--- src/rtl/pps_tod_pkg.sv ---
package pps_tod_pkg;

    localparam int unsigned STEPS_PER_SEC = 10;
    localparam logic [3:0]  TENTHS_LAST   = 4'd9;

    typedef struct packed {
        logic [7:0] hh;
        logic [7:0] mm;
        logic [7:0] ss;
    } tod_t;

    typedef enum logic [1:0] {
        SYNC_IDLE  = 2'd0,   // no edge seen since reset or lock loss
        SYNC_ARMED = 2'd1,   // one edge seen, start count recorded
        SYNC_RUN   = 2'd2    // interval measured, step length valid
    } sync_e;

    // Advance a two-digit BCD value, wrapping at the given last value.
    function automatic logic [7:0] bcd_step(input logic [7:0] v, input logic [7:0] last);
        logic [7:0] r;
        if (v == last)
            r = 8'h00;
        else if (v[3:0] == 4'd9)
            r = {v[7:4] + 4'd1, 4'd0};
        else
            r = {v[7:4], v[3:0] + 4'd1};
        return r;
    endfunction

    function automatic tod_t tod_plus_one(input tod_t t);
        tod_t r;
        r    = t;
        r.ss = bcd_step(t.ss, 8'h59);
        if (t.ss == 8'h59) begin
            r.mm = bcd_step(t.mm, 8'h59);
            if (t.mm == 8'h59)
                r.hh = bcd_step(t.hh, 8'h23);
        end
        return r;
    endfunction

endpackage

--- src/rtl/pps_tick_timebase.sv ---
module pps_tick_timebase #(
    parameter int unsigned PRESCALE = 8,
    parameter int unsigned TICK_W   = 32,
    parameter int unsigned LO_W     = 16
) (
    input  logic              clk,
    input  logic              rst,
    output logic              tick_o,
    output logic [TICK_W-1:0] count_o
);
    localparam int unsigned HI_W  = TICK_W - LO_W;
    localparam int unsigned PSC_W = (PRESCALE > 1) ? $clog2(PRESCALE) : 1;

    logic [LO_W-1:0] lo_q;
    logic [HI_W-1:0] hi_q;
    logic            lo_wrap;

    generate
        if (PRESCALE > 1) begin : g_div
            logic [PSC_W-1:0] psc_q;
            always_ff @(posedge clk) begin
                if (rst || tick_o) psc_q <= '0;
                else               psc_q <= psc_q + 1'b1;
            end
            assign tick_o = (psc_q == PSC_W'(PRESCALE - 1));
        end else begin : g_nodiv
            assign tick_o = 1'b1;
        end
    endgenerate

    assign lo_wrap = &lo_q;

    always_ff @(posedge clk) begin
        if (rst) begin
            lo_q <= '0;
            hi_q <= '0;
        end else if (tick_o) begin
            lo_q <= lo_q + 1'b1;
            if (lo_wrap) hi_q <= hi_q + 1'b1;
        end
    end

    assign count_o = {hi_q, lo_q};

    p_hi_carry_r1: assert property (@(posedge clk) disable iff (rst)
        (tick_o && lo_wrap) |=> (hi_q == $past(hi_q) + 1'b1) && (lo_q == '0));
    p_hi_quiet_r1: assert property (@(posedge clk) disable iff (rst)
        !(tick_o && lo_wrap) |=> $stable(hi_q));

endmodule

--- src/rtl/pps_interval_meter.sv ---
module pps_interval_meter
    import pps_tod_pkg::*;
#(
    parameter int unsigned TICK_W = 32
) (
    input  logic              clk,
    input  logic              rst,
    input  logic              lock_i,
    input  logic              edge_i,
    input  logic [TICK_W-1:0] count_i,
    output logic [TICK_W-1:0] step_o,
    output logic              step_ok_o
);
    sync_e             state_q;
    logic [TICK_W-1:0] last_q;
    logic [TICK_W-1:0] span;
    logic [TICK_W-1:0] quo;

    assign span = count_i - last_q;
    assign quo  = span / TICK_W'(STEPS_PER_SEC);

    always_ff @(posedge clk) begin
        if (rst || !lock_i) begin
            state_q <= SYNC_IDLE;
            last_q  <= '0;
            step_o  <= TICK_W'(1);
        end else if (edge_i) begin
            last_q <= count_i;
            if (state_q == SYNC_IDLE) begin
                state_q <= SYNC_ARMED;
            end else begin
                state_q <= SYNC_RUN;
                step_o  <= (quo == '0) ? TICK_W'(1) : quo;
            end
        end
    end

    assign step_ok_o = (state_q == SYNC_RUN);

    p_step_nonzero_r2: assert property (@(posedge clk) disable iff (rst)
        step_ok_o |-> (step_o != '0));
    p_run_needs_two_r6: assert property (@(posedge clk) disable iff (rst)
        (state_q == SYNC_IDLE) |=> !step_ok_o);

endmodule

--- src/rtl/pps_tenths_pacer.sv ---
module pps_tenths_pacer
    import pps_tod_pkg::*;
#(
    parameter int unsigned TICK_W = 32
) (
    input  logic              clk,
    input  logic              rst,
    input  logic              restart_i,
    input  logic              tick_i,
    input  logic [TICK_W-1:0] step_i,
    input  logic              step_ok_i,
    output logic [3:0]        tenths_o
);
    logic [TICK_W-1:0] acc_q;
    logic              at_last;

    assign at_last = (tenths_o == TENTHS_LAST);

    always_ff @(posedge clk) begin
        if (rst || restart_i) begin
            acc_q    <= '0;
            tenths_o <= '0;
        end else if (step_ok_i && tick_i && !at_last) begin
            if (acc_q + 1'b1 >= step_i) begin
                acc_q    <= '0;
                tenths_o <= tenths_o + 4'd1;
            end else begin
                acc_q <= acc_q + 1'b1;
            end
        end
    end

    p_tenths_range_r4: assert property (@(posedge clk) disable iff (rst)
        tenths_o <= TENTHS_LAST);
    p_hold_nine_r4: assert property (@(posedge clk) disable iff (rst)
        (at_last && !restart_i) |=> (tenths_o == TENTHS_LAST));
    p_restart_zero_r5: assert property (@(posedge clk) disable iff (rst)
        restart_i |=> (tenths_o == 4'd0));
    p_single_step_r3: assert property (@(posedge clk) disable iff (rst)
        !$stable(tenths_o) |-> (tenths_o == $past(tenths_o) + 4'd1) || (tenths_o == 4'd0));
    p_no_step_unmeasured_r6: assert property (@(posedge clk) disable iff (rst)
        (!step_ok_i && tenths_o == 4'd0) |=> (tenths_o == 4'd0));

endmodule

--- src/rtl/pps_time_stager.sv ---
module pps_time_stager
    import pps_tod_pkg::*;
(
    input  logic clk,
    input  logic rst,
    input  logic lock_i,
    input  logic load_i,
    input  tod_t rx_i,
    input  logic take_i,
    output tod_t staged_o,
    output logic staged_ok_o
);
    always_ff @(posedge clk) begin
        if (rst) begin
            staged_o    <= '0;
            staged_ok_o <= 1'b0;
        end else if (!lock_i) begin
            staged_ok_o <= 1'b0;
        end else if (load_i) begin
            staged_o    <= tod_plus_one(rx_i);
            staged_ok_o <= 1'b1;
        end else if (take_i) begin
            staged_ok_o <= 1'b0;
        end
    end

    p_staged_bcd_r7: assert property (@(posedge clk) disable iff (rst)
        staged_ok_o |-> (staged_o.ss <= 8'h59) && (staged_o.mm <= 8'h59) && (staged_o.hh <= 8'h23)
                        && (staged_o.ss[3:0] <= 4'd9) && (staged_o.mm[3:0] <= 4'd9)
                        && (staged_o.hh[3:0] <= 4'd9));
    p_unlock_drop_r9: assert property (@(posedge clk) disable iff (rst)
        !lock_i |=> !staged_ok_o);

endmodule

--- src/rtl/pps_tod_counter.sv ---
module pps_tod_counter
    import pps_tod_pkg::*;
#(
    parameter int unsigned PRESCALE = 8,
    parameter int unsigned TICK_W   = 32,
    parameter int unsigned LO_W     = 16
) (
    input  logic       clk,
    input  logic       rst,
    input  logic       pps_i,
    input  logic       lock_i,
    input  logic       ser_load_i,
    input  logic [7:0] ser_hh_i,
    input  logic [7:0] ser_mm_i,
    input  logic [7:0] ser_ss_i,
    output logic [7:0] hh_o,
    output logic [7:0] mm_o,
    output logic [7:0] ss_o,
    output logic [3:0] tenths_o,
    output logic       valid_o
);
    logic              pps_q;
    logic              pps_rise;
    logic              tick;
    logic [TICK_W-1:0] count;
    logic [TICK_W-1:0] step;
    logic              step_ok;
    tod_t              rx_time;
    tod_t              staged;
    logic              staged_ok;
    tod_t              shown_q;

    always_ff @(posedge clk) begin
        if (rst) pps_q <= 1'b0;
        else     pps_q <= pps_i;
    end

    assign pps_rise = pps_i && !pps_q && lock_i;
    assign rx_time  = '{hh: ser_hh_i, mm: ser_mm_i, ss: ser_ss_i};

    pps_tick_timebase #(.PRESCALE(PRESCALE), .TICK_W(TICK_W), .LO_W(LO_W)) u_timebase (
        .clk     (clk),
        .rst     (rst),
        .tick_o  (tick),
        .count_o (count)
    );

    pps_interval_meter #(.TICK_W(TICK_W)) u_meter (
        .clk       (clk),
        .rst       (rst),
        .lock_i    (lock_i),
        .edge_i    (pps_rise),
        .count_i   (count),
        .step_o    (step),
        .step_ok_o (step_ok)
    );

    pps_tenths_pacer #(.TICK_W(TICK_W)) u_pacer (
        .clk       (clk),
        .rst       (rst),
        .restart_i (pps_rise || !lock_i),
        .tick_i    (tick),
        .step_i    (step),
        .step_ok_i (step_ok),
        .tenths_o  (tenths_o)
    );

    pps_time_stager u_stager (
        .clk         (clk),
        .rst         (rst),
        .lock_i      (lock_i),
        .load_i      (ser_load_i),
        .rx_i        (rx_time),
        .take_i      (pps_rise),
        .staged_o    (staged),
        .staged_ok_o (staged_ok)
    );

    always_ff @(posedge clk) begin
        if (rst) begin
            shown_q <= '0;
            valid_o <= 1'b0;
        end else if (!lock_i) begin
            valid_o <= 1'b0;
        end else if (pps_rise) begin
            valid_o <= staged_ok;
            if (staged_ok) shown_q <= staged;
        end
    end

    assign hh_o = shown_q.hh;
    assign mm_o = shown_q.mm;
    assign ss_o = shown_q.ss;

    p_valid_needs_lock_r9: assert property (@(posedge clk) disable iff (rst)
        !lock_i |=> !valid_o);
    p_commit_staged_r8: assert property (@(posedge clk) disable iff (rst)
        (pps_rise && staged_ok) |=> valid_o && ({hh_o, mm_o, ss_o} == $past(staged)));
    p_hold_between_r11: assert property (@(posedge clk) disable iff (rst)
        !pps_rise |=> $stable({hh_o, mm_o, ss_o}));

endmodule

--- config.mk ---
export PLATFORM = sky130hd
export DESIGN_NAME = pps_tod_counter
export DESIGN_NICKNAME = d
export VERILOG_FILES = /design/src/rtl/pps_tod_pkg.sv /design/src/rtl/pps_tick_timebase.sv /design/src/rtl/pps_interval_meter.sv /design/src/rtl/pps_tenths_pacer.sv /design/src/rtl/pps_time_stager.sv /design/src/rtl/pps_tod_counter.sv
export SDC_FILE = /design/constraint.sdc
export NUM_CORES = 1
export LEC_CHECK = 0
export BUFFER_PORTS_ARGS = -buffer_cell sky130_fd_sc_hd__buf_2
export CAP_MARGIN = 20
export CORE_AREA = 2 2 234 179
export CTS_BUF_LIST = sky130_fd_sc_hd__clkbuf_4 sky130_fd_sc_hd__clkbuf_8
export DETAILED_ROUTE_END_ITERATION = 7
export DIE_AREA = 0 0 236 181
export SLEW_MARGIN = 10
export SYNTH_ARGS = -nofsm -noshare
export SYNTH_HDL_FRONTEND = slang
export SYNTH_SLANG_ARGS = --single-unit
--- constraint.sdc ---
create_clock -name clk -period 10.7 [get_ports clk]
set_input_delay 0.535 -clock clk [delete_from_list [all_inputs] [get_ports clk]]
set_output_delay 0.535 -clock clk [all_outputs]
set_load 0.03 [all_outputs]
# Word level (Yosys, flattened, before mapping)
# Cells that the tools add are included.
# W data, S select, Z words.
dict set report totals {
  output_inout_bits 29
  rom_bits 0
  mem_bits_rw 0
  inputBits 29
  n_memories 0
  regBits 188
  latch_bits 0
  elab_cells 75
}
dict set report op_classes {
  n_eq_ne 9
  mux 13
  n_shift 0
  div 1
  n_lt_le_gt_ge 1
  n_bitwise 2
  addsub 12
  reduce_logical 20
  n_mul 0
}
# op count
set ops {}
lappend ops {{$mux W32} 2}
lappend ops {{$mux W8} 7}
lappend ops {{$add A16 B1 Y16 const B} 2}
lappend ops {{$add A32 B1 Y32 const B} 1}
lappend ops {{$div A32 B4 Y32 const B} 1}
lappend ops {{$ge A32 B32 Y1} 1}
lappend ops {{$logic_not A32 Y1} 1}
lappend ops {{$sub A32 B32 Y32} 1}
lappend ops {{$add A4 B1 Y4 const B} 7}
lappend ops {{$reduce_and A17 Y1} 1}
lappend ops {{$eq A4 B4 Y1 const B} 4}
lappend ops {{$eq A8 B7 Y1 const B} 2}
lappend ops {{$mux W16} 1}
lappend ops {{$eq A8 B6 Y1 const B} 1}
lappend ops {{$reduce_and A2 Y1} 3}
lappend ops {{$logic_and A1 B1 Y1} 4}
lappend ops {{$logic_or A1 B1 Y1} 4}
lappend ops {{$add A3 B1 Y3 const B} 1}
lappend ops {{$eq A3 B3 Y1 const B} 1}
lappend ops {{$logic_not A1 Y1} 3}
lappend ops {{$reduce_and A3 Y1} 1}
lappend ops {{$eq A2 B2 Y1 const B} 1}
lappend ops {{$logic_not A2 Y1} 1}
lappend ops {{$mux W1} 2}
lappend ops {{other kinds (4)} 5}

# Depth between registers and ports, before layout
dict set report depth {
  ltp_word 5
  ltp_mapped 53
}

# Modules after synthesis
# A second synthesis with hierarchy kept.
dict set report hier_totals {
  cells_unflattened 2076
  hier_area_um2 15869.0
}
# module area_per_inst_um2 n_inst cells_per_inst
set modules_own_cells {}
lappend modules_own_cells {pps_interval_meter 8798.4 1 1218}
lappend modules_own_cells {pps_tenths_pacer 2821.5 1 365}
lappend modules_own_cells {pps_tick_timebase 1660.3 1 188}
lappend modules_own_cells {pps_time_stager 1607.8 1 190}
lappend modules_own_cells {pps_tod_counter 980.9 1 115}

# Worst setup path after synthesis
# OpenSTA, ideal clock, no wires.
dict set report synth_timing {
  kind {reg-to-reg}
  startpoint {register u_timebase.lo_q[0]}
  endpoint {register u_meter.step_o[0]}
  stages_incl_launch_ff 46
  required_time_ns 10.605
  path_slack_ns -0.275
  arrival_time_ns 10.880
  setup_time_ns 0.095
  cell_sequence {dfxtp_1 > inv_1 > ha_1 > inv_1 > fa_1 > a21o_1 > a221oi_4 > o221a_4 > o31ai_4 > o31a_4 > or3_1 > buf_4 > nand3_4 > mux2i_1 > a2111oi_2 > o22ai_1 > o221a_1 > buf_4 > [... 10 more ...] > mux2_2 > a21oi_1 > mux2i_1 > nor2_1 > a222oi_1 > a31oi_1 > a221o_1 > or4_1 > and4_1 > mux2_2 > a32o_1 > a2111oi_4 > nor3_1 > a221o_2 > mux2i_1 > a2111oi_0 > nor4b_1 > o311ai_1}
}
dict set report synth_between {
  elab_chain_cells 4
}
# element line
set synth_rtl {}
lappend synth_rtl {{from (decl)} pps_tick_timebase.sv:14} ;# logic [LO_W-1:0] lo_q;
lappend synth_rtl {{from (signal assigned)} pps_tick_timebase.sv:38} ;# lo_q <= lo_q + 1'b1;
lappend synth_rtl {{$sub A32 B32 Y32 *} pps_interval_meter.sv:19} ;# assign span = count_i - last_q;
lappend synth_rtl {{$div A32 B4 Y32 *} pps_interval_meter.sv:20} ;# assign quo = span / TICK_W'(STEPS_PER_SEC);
lappend synth_rtl {{$logic_not A32 Y1} pps_interval_meter.sv:33} ;# step_o <= (quo == '0) ? TICK_W'(1) : quo;
lappend synth_rtl {{$mux W32 *} pps_interval_meter.sv:33}
lappend synth_rtl {{to (signal assigned)} pps_interval_meter.sv:33}
lappend synth_rtl {{to (decl)} pps_interval_meter.sv:11} ;# output logic [TICK_W-1:0] step_o,
# Every way passes the cells marked *; elsewhere a longest branch is shown, timed or not.
# A chain may end at the register's enable or synchronous reset.

# Worst setup path in the final report
# Ends and elaborated chain as after synthesis.

==> impl_metrics.toml <==
[sta]
max_slew_margin_pct = 21.2
worst_pin_slew_ns = 1.17
fin_hold_ws_ns = 0.231
rsz0062_at_grt = "true"
setup_violations = 4
fin_skew_ns = 0.0273
hold_viol = 0
fin_ws_ns = -0.516
period_minus_slack_ns = 11.22
period_share_pct = 105
timing.fmax_mhz = 89.2
slew_violations = 0

[worst_setup_path]
crit_path_end_kind = "register"
worstRegToRegCells = 50
critical-path-slowest-cell = "or4_4"
cp_max_fo = 8
crit_path_max_incr_delay_ns = 0.58
worst-endpoint-required_ns = 11.13
r2r-start = "u_timebase.lo_q[0]"
worstSetupPathType = "reg -> reg"
crit_path_frequent_cell = "buf_4"
rrSetupSlack_ns = -0.52
start_kind = "register"
worstPathArrival_ns = 11.65
reg2reg_to = "u_meter.step_o[0]"

[clock_tree]
cts_made_buffers = 17
cts.sinks = 185
cts_tree = "done"
clockRootBuffer = "clkbuf_8"
cts_hold_buf = 0
htreeDepth = 4
clk_latency_ns = 0.54
clk_path_buf_depth = 2
clkTransAtPathRegs_ns = 0.14

[floorplan]
die-area_um2 = 42700
core_um2 = 40300
start_util_pct = 39.7
row_count = 64
fp.dieH_um = 181
die_x_um = 236
ios = 58

[place]
hpwl_um = 39300
place_ws_ns = -0.677
gp_congestion = 0.943
portBuffers = 57

[grt]
grt_remaining_overflow = 0
antenna_found_initial = 1
grt_pass1_wl_um = 86300
grt_max_degree = 87
grt_pass1_vias = 17064
grt_use_total_pct = 24.3

[synthesis]
synth_top_family_by_area = "compound AO/OA/AOI/OAI gates"
netlist_area_um2 = 16000
synth_cell_type_count = 127
yosys.area.top_type_share_pct = 23.2
synthFlopType = "dfxtp_1"
syn-num-nets = 2275
synthXorXnorAreaFrac_pct = 6.77
ys_ff_latch = 185
synthMuxAreaShare_pct = 1.84
postSynthAreaPerCell_um2 = 7.38
async_reset_ff_share_pct = 0
synth_edf_count = 0
syn_inst = 2166
synth_commonest_cells = "nand2_1 (247), nor2_1 (226), a21oi_1 (209)"
synth-compound-area-share_pct = 30.5
synth_area_leaders = "dfxtp_1 (23%), a21oi_1 (6.5%), ha_1 (6.2%), nand2_1 (5.8%), nor2_1 (5.3%)"
synth_top_area_cell = "dfxtp_1"
synthSimpleGateAreaFrac_pct = 24.8
ys_seq_area_share_pct = 23.2
synthAdderAreaFrac_pct = 6.38
synth.most_common_cell = "nand2_1"
yosys_warnings = 0

[drt]
drtIter0Drc = 1494
ant_nets = 0
route.detailed.drc = 0
first_pass_iters = 5
via_count = 18156
viasPerCell = 5.71
wl_per_cell_um = 16.8
routed_wirelength_um = 53500

[min_path]
hold_depth = 3
min_from = "ser_load_i"
hold_path.class = "in -> reg"
min_to = "u_stager.staged_ok_o"

[run_status]
outcome = "finished, violations left"
failed_checks = "negative setup slack"

[layout]
fin_nets = 2750
utilization_pct = 54.1
diodes = 0
syn2layout_area_growth_pct = 36.3
drive_gt1_share_pct = 31.7

[flow_run]
maxCapViolCount = 0
-- worst max-delay path by stage --
stage / start / endpoint / slack [ns] / cells after the start
floorplan: u_timebase.lo_q[0] / u_meter.step_o[2] / -0.09 / 46
global placement: u_meter.last_q[16] / u_meter.step_o[0] / -0.57 / 46
detailed placement: u_meter.last_q[0] / u_meter.step_o[0] / -0.68 / 47
CTS: u_timebase.lo_q[0] / u_meter.step_o[0] / -0.36 / 48
global route: u_meter.last_q[9] / u_meter.step_o[0] / -0.98 / 52
finish: u_timebase.lo_q[0] / u_meter.step_o[0] / -0.52 / 50
-- flip-flops by register name, indices dropped and copies added (netlist names) --
signal,flops
ss_o,8
u_timebase.g_div.psc_q,3
u_meter.last_q,32
pps_q,1
u_meter.state_q,2
u_stager.staged_ok_o,1
u_stager.staged_o,24
valid_o,1
u_meter.step_o,29
hh_o,8
u_timebase.lo_q,16
u_pacer.tenths_o,4
u_pacer.acc_q,32
mm_o,8
u_timebase.hi_q,16
-- cell usage in the layout, fill, tap and decap left out, types with 26 or more instances in the layout --
master    synthesis  final
nand4_1          36     36
inv_1            89     86
xnor2_1          62     60
nand2_1         247    243
nor2_1          226    216
ha_1             79     78
a211oi_1         31     29
and3_1           39     36
xor2_1           57     57
nand3_1          70     67
o211ai_1         26     26
dfxtp_1         185    183
buf_2            20     58
a21oi_1         209    200
buf_4            22    499
a21o_1           29     29
o21ai_0         129    119
nor3_1           57     50
-- kinds of logic after synthesis --
kind of cell	after synthesis
AND/OR/NAND/NOR	819
adder cells (fa/ha/maj)	81
XOR/XNOR	121
buffers and inverters	220
flip-flops	185
multiplexers	28
AO/OA/AOI/OAI	712
-- cell type report --
class | instances | area (um2)
Clock buffer | 17 | 234
Clock inverter | 15 | 229
Fill cell | 3785 | 18500
Inverter | 91 | 342
Multi-Input combinational cell | 1761 | 12200
Sequential cell | 185 | 3710
Tap cell | 528 | 661
Timing Repair Buffer | 585 | 4370
-- per-stage QoR --
| stage | TNS (ns) | cell area (um2) | cells |
|---|---|---|---|
| after global routing | -3.59 | 21800 | 3182 |
| after global placement | -1.71 | 19800 | 3083 |
| after CTS | -0.823 | 20900 | 3140 |
| after detailed placement | -2.06 | 19800 | 3083 |
| final | -1.24 | 21800 | 3182 |
| after floorplan | -0.174 | 16100 | 2166 |
-- metal layers --
layer | share of wire, % | up-vias | track usage (%)
met5 | 0.024 | - | 0
met1 | 47 | 8615 | 34.0
met3 | 5.9 | 78 | 3.53
li1 | - | 8905 | -
met2 | 44 | 556 | 38.6
met4 | 2.2 | 2 | 7.44
-- worst max-delay path: cells and delay by family, from the launching register on --
kind	cells	cell delay [ns]
AOI/OAI and AO/OA	24	6.02
and+or+nand+nor	11	2.47
buffers and inverters	12	1.69
adders and majority gates	2	0.46
DFF	1	0.35
muxes	1	0.09
-- what timing repair did --
action / in CTS / in global routing
buffers inserted: 25 / 38
pin swaps: 49 / 73
gates cloned: 0 / 1
resized for setup: 93 / 117
endpoints found under the hold margin: 0 / 0
setup endpoints to repair: 5 / 7
Power is not shown: default switching activity piles up to over one toggle a cycle in this logic, so the estimate is an artifact.
